===== config.mk =====
export PLATFORM = sky130hd
export DESIGN_NAME = sysreg_trap_arbiter
export DESIGN_NICKNAME = d
export VERILOG_FILES = /design/src/rtl/sysreg_trap_pkg.sv /design/src/rtl/stg_mon_check.sv /design/src/rtl/stg_hyp_check.sv /design/src/rtl/stg_resolve.sv /design/src/rtl/sysreg_trap_arbiter.sv
export SDC_FILE = /design/constraint.sdc
export NUM_CORES = 1
export LEC_CHECK = 0
export BUFFER_PORTS_ARGS = -buffer_cell sky130_fd_sc_hd__buf_2
export CAP_MARGIN = 25
export CORE_AREA = 4 4 41 43
export DETAILED_ROUTE_END_ITERATION = 8
export DIE_AREA = 0 0 45 47
export GPL_ROUTABILITY_DRIVEN = 0
export SYNTH_ARGS = -nofsm -noshare
export SYNTH_HDL_FRONTEND = slang
export SYNTH_HIERARCHICAL = 1
export SYNTH_SLANG_ARGS = --single-unit
export TNS_END_PERCENT = 50

===== constraint.sdc =====
create_clock -name vclk -period 2.8
set_input_delay 0.14 -clock vclk [all_inputs]
set_output_delay 0.14 -clock vclk [all_outputs]
set_load 0.005 [all_outputs]

===== src/rtl/sysreg_trap_pkg.sv =====
package sysreg_trap_pkg;

  localparam int LVL_W   = 2;
  localparam int CTL_W   = 2;
  localparam int CLASS_W = 6;
  localparam logic [CLASS_W-1:0] TRAP_CLASS = 6'h18;

  typedef enum logic [1:0] {
    ACC_ALLOW    = 2'b00,
    ACC_UNDEF    = 2'b01,
    ACC_TRAP_HYP = 2'b10,
    ACC_TRAP_MON = 2'b11
  } acc_result_e;

  // Level-3 trap condition from security state and control field.
  function automatic logic mon_trap_cond(input logic present,
                                         input logic nonsec,
                                         input logic [CTL_W-1:0] ctl);
    logic secure_hit;
    logic nonsec_hit;
    secure_hit = !nonsec && (ctl != 2'b11);
    nonsec_hit = nonsec && !ctl[0];
    return present && (secure_hit || nonsec_hit);
  endfunction

  // Level-2 trap condition; caller restricts to level 1.
  function automatic logic hyp_trap_cond(input logic hyp_en,
                                         input logic present,
                                         input logic fg_en,
                                         input logic permit);
    return hyp_en && ((present && !fg_en) || !permit);
  endfunction

endpackage


===== src/rtl/stg_mon_check.sv =====
module stg_mon_check
  import sysreg_trap_pkg::*;
(
  input  logic             top_present,
  input  logic             non_secure,
  input  logic [CTL_W-1:0] sec_buf_ctl,
  input  logic             dbg_halted,
  input  logic             sec_dbg_off,
  output logic             mon_hit,
  output logic             halt_block
);
  assign mon_hit    = mon_trap_cond(top_present, non_secure, sec_buf_ctl);
  assign halt_block = dbg_halted && sec_dbg_off;
endmodule


===== src/rtl/stg_hyp_check.sv =====
module stg_hyp_check
  import sysreg_trap_pkg::*;
(
  input  logic             is_level1,
  input  logic             hyp_enabled,
  input  logic             top_present,
  input  logic             fg_trap_en,
  input  logic             permit_rd,
  input  logic             permit_wr,
  input  logic             is_write,
  output logic             hyp_hit
);
  logic permit_sel;

  assign permit_sel = is_write ? permit_wr : permit_rd;
  assign hyp_hit    = is_level1 &&
                      hyp_trap_cond(hyp_enabled, top_present, fg_trap_en, permit_sel);
endmodule


===== src/rtl/stg_resolve.sv =====
module stg_resolve
  import sysreg_trap_pkg::*;
(
  input  logic [LVL_W-1:0]   cur_level,
  input  logic               halt_prio_tie,
  input  logic               mon_hit,
  input  logic               halt_block,
  input  logic               hyp_hit,
  output acc_result_e        result,
  output logic               trap_valid,
  output logic [CLASS_W-1:0] trap_class
);
  logic early_undef;

  assign early_undef = halt_prio_tie && halt_block && mon_hit;

  always_comb begin
    result = ACC_ALLOW;
    unique case (cur_level)
      2'd0: result = ACC_UNDEF;
      2'd3: result = ACC_ALLOW;
      default: begin
        if (early_undef)    result = ACC_UNDEF;
        else if (hyp_hit)   result = ACC_TRAP_HYP;
        else if (mon_hit)   result = halt_block ? ACC_UNDEF : ACC_TRAP_MON;
        else                result = ACC_ALLOW;
      end
    endcase
  end

  assign trap_valid = (result == ACC_TRAP_HYP) || (result == ACC_TRAP_MON);
  assign trap_class = trap_valid ? TRAP_CLASS : '0;
endmodule


===== src/rtl/sysreg_trap_arbiter.sv =====
module sysreg_trap_arbiter
  import sysreg_trap_pkg::*;
(
  input  logic [1:0] cur_level,
  input  logic       top_present,
  input  logic       hyp_enabled,
  input  logic       dbg_halted,
  input  logic       sec_dbg_off,
  input  logic       halt_prio_tie,
  input  logic [1:0] sec_buf_ctl,
  input  logic       non_secure,
  input  logic       fg_trap_en,
  input  logic       permit_rd,
  input  logic       permit_wr,
  input  logic       is_write,
  output logic [1:0] outcome,
  output logic       trap_valid,
  output logic [5:0] trap_class
);
  logic        mon_hit;
  logic        halt_block;
  logic        hyp_hit;
  acc_result_e result;

  stg_mon_check u_mon (
    .top_present (top_present),
    .non_secure  (non_secure),
    .sec_buf_ctl (sec_buf_ctl),
    .dbg_halted  (dbg_halted),
    .sec_dbg_off (sec_dbg_off),
    .mon_hit     (mon_hit),
    .halt_block  (halt_block)
  );

  stg_hyp_check u_hyp (
    .is_level1   (cur_level == 2'd1),
    .hyp_enabled (hyp_enabled),
    .top_present (top_present),
    .fg_trap_en  (fg_trap_en),
    .permit_rd   (permit_rd),
    .permit_wr   (permit_wr),
    .is_write    (is_write),
    .hyp_hit     (hyp_hit)
  );

  stg_resolve u_res (
    .cur_level     (cur_level),
    .halt_prio_tie (halt_prio_tie),
    .mon_hit       (mon_hit),
    .halt_block    (halt_block),
    .hyp_hit       (hyp_hit),
    .result        (result),
    .trap_valid    (trap_valid),
    .trap_class    (trap_class)
  );

  assign outcome = result;
endmodule


==> flow_metrics.tcl <==
set metrics [dict create \
    grt_use_total_pct 3.541 \
    wl_um 435 \
    area_growth_pct 44.44 \
    cts_setup_buffers 0 \
    synthCells 25 \
    synth_warnings 6 \
    antenna_found_initial 0 \
    top_level_ports 23 \
    hold_class "in -> out" \
    nClkBuffers 0 \
    ir_worst_vdd_mv 0.02017 \
    die-height_um 47 \
    syn_avg_cell_area_um2 7.207 \
    drtPass1Iterations 1 \
    required_ns 2.66 \
    fin_ws_ns 1.483 \
    vias 192 \
    path_class "in -> out" \
    coreArea_um2 1301 \
    die_w_um 45 \
    fin_crit_ns 1.317 \
    postRouteAntennaNets 0 \
    overflow 0 \
    maxCapViolCount 0 \
    setup_viol 0 \
    finalInstanceArea_um2 260.3 \
    row_count 13 \
    grt_max_degree 6 \
    regArea_um2 0 \
    cts_resized 0 \
    final_nets 58 \
    drc 0 \
    drt-initial-drc-count 0 \
    dp_slack_ns 1.477 \
    netlist_area_um2 180.2 \
    power_density_nw_per_um2 131.9 \
    period_share_pct 47.03 \
    hold_violations 0 \
    synth_cell_type_count 15 \
    fin_total_pwr_mw 0.03432 \
    rsz0062_at_grt "false" \
    diodes 0 \
    dieArea_um2 2115 \
    seq_cells 0 \
    start_util_pct 13.85 \
    final_layout_size_suffix_gt1_share_pct 51.22 \
    max_clock_freq_mhz 759.3 \
    portBuffers 19 \
    worst_setup_path_end_kind "output port" \
    dpl-instance-area_um2 260.3 \
    leakagePower_nw 0.1562 \
    dp_cells 56 \
    instances_no_fill 56 \
    outcome "completed" \
    arrival_ns 1.18 \
    via_per_inst 3.429 \
    fin_setup_tns_ns 0 \
    grt_pass1_wl_um 593 \
    ctsHoldBuffers 0 \
    seq_area_frac_synth_pct 0 \
    finalMaxSlewViolations 0 \
    avgRoutedWirePerCell_um 7.768 \
    cp_max_fo 5 \
    startpoint_type "primary input" \
    grt_pass1_vias 169 \
]
## final timing paths
check,start,end,cells past startpoint
max,cur_level[1],trap_class[4],6
min,halt_prio_tie,outcome[0],4
## metrics by stage
step                hold WS [ns]  utilization (%)
CTS                       0.6409            20.00
detailed placement        0.6402            20.00
global placement          0.6408            20.00
finish                    0.6357            20.00
floorplan                 0.4083                -
global route              0.6802            20.00
## critical path, stage by stage
cell	delay (ns)
buf_2	0.11
inv_1	0.04
ha_1	0.33
and3b_1	0.22
a31o_1	0.21
buf_2	0.13
## cell usage after synthesis
master	n	area (um2)
and2_1	2	12.51
and3b_1	1	8.760
nand2_1	3	11.26
nor2b_4	1	13.76
a21oi_2	1	8.760
nand2b_1	1	6.260
a31o_1	2	17.52
mux2_1	1	11.26
buf_4	6	45.04
a31oi_1	1	6.260
inv_1	2	7.510
mux2i_1	1	10.01
conb_1	1	3.750
ha_1	1	12.51
o21ai_1	1	5.000
## kinds of logic after synthesis
family	Yosys count	share of synthesized area (%)
AO/OA/AOI/OAI	5	20.84
adder cells (fa/ha/maj)	1	6.943
buffers and inverters	8	29.17
multiplexers	2	11.81
other	1	2.081
AND/OR/NAND/NOR	8	29.17
## cell type report
cell class | instances | area (um2)
well taps | 15 | 18.77
repair buffers | 19 | 95.09
inverters | 2 | 7.507
fillers | 162 | 1041
multi-input cells | 20 | 138.9
## placed cells by master (no fill, tap or decap), types with 2 or more instances in the layout
master,count
inv_1,2
buf_2,19
a31o_1,2
conb_1,4
and2_1,2
nand2_1,3
## power breakdown
group,switching [mW],total (mW),internal [mW]
Sequential,0,0,0
Combinational,0.0151,0.0343,0.0192
Clock,0,0,0
## per-layer routing
layer | vias up | share of wire, % | global-route usage [%] | routed length, um
met5 | - | 0 | 0 | 0
met3 | 0 | 16 | 0 | 69
met1 | 74 | 31 | 3.146 | 137
met4 | 0 | 0 | 0 | 0
met2 | 12 | 52 | 8.757 | 228
li1 | 106 | - | - | -
Power figures use the tool's default switching activity.
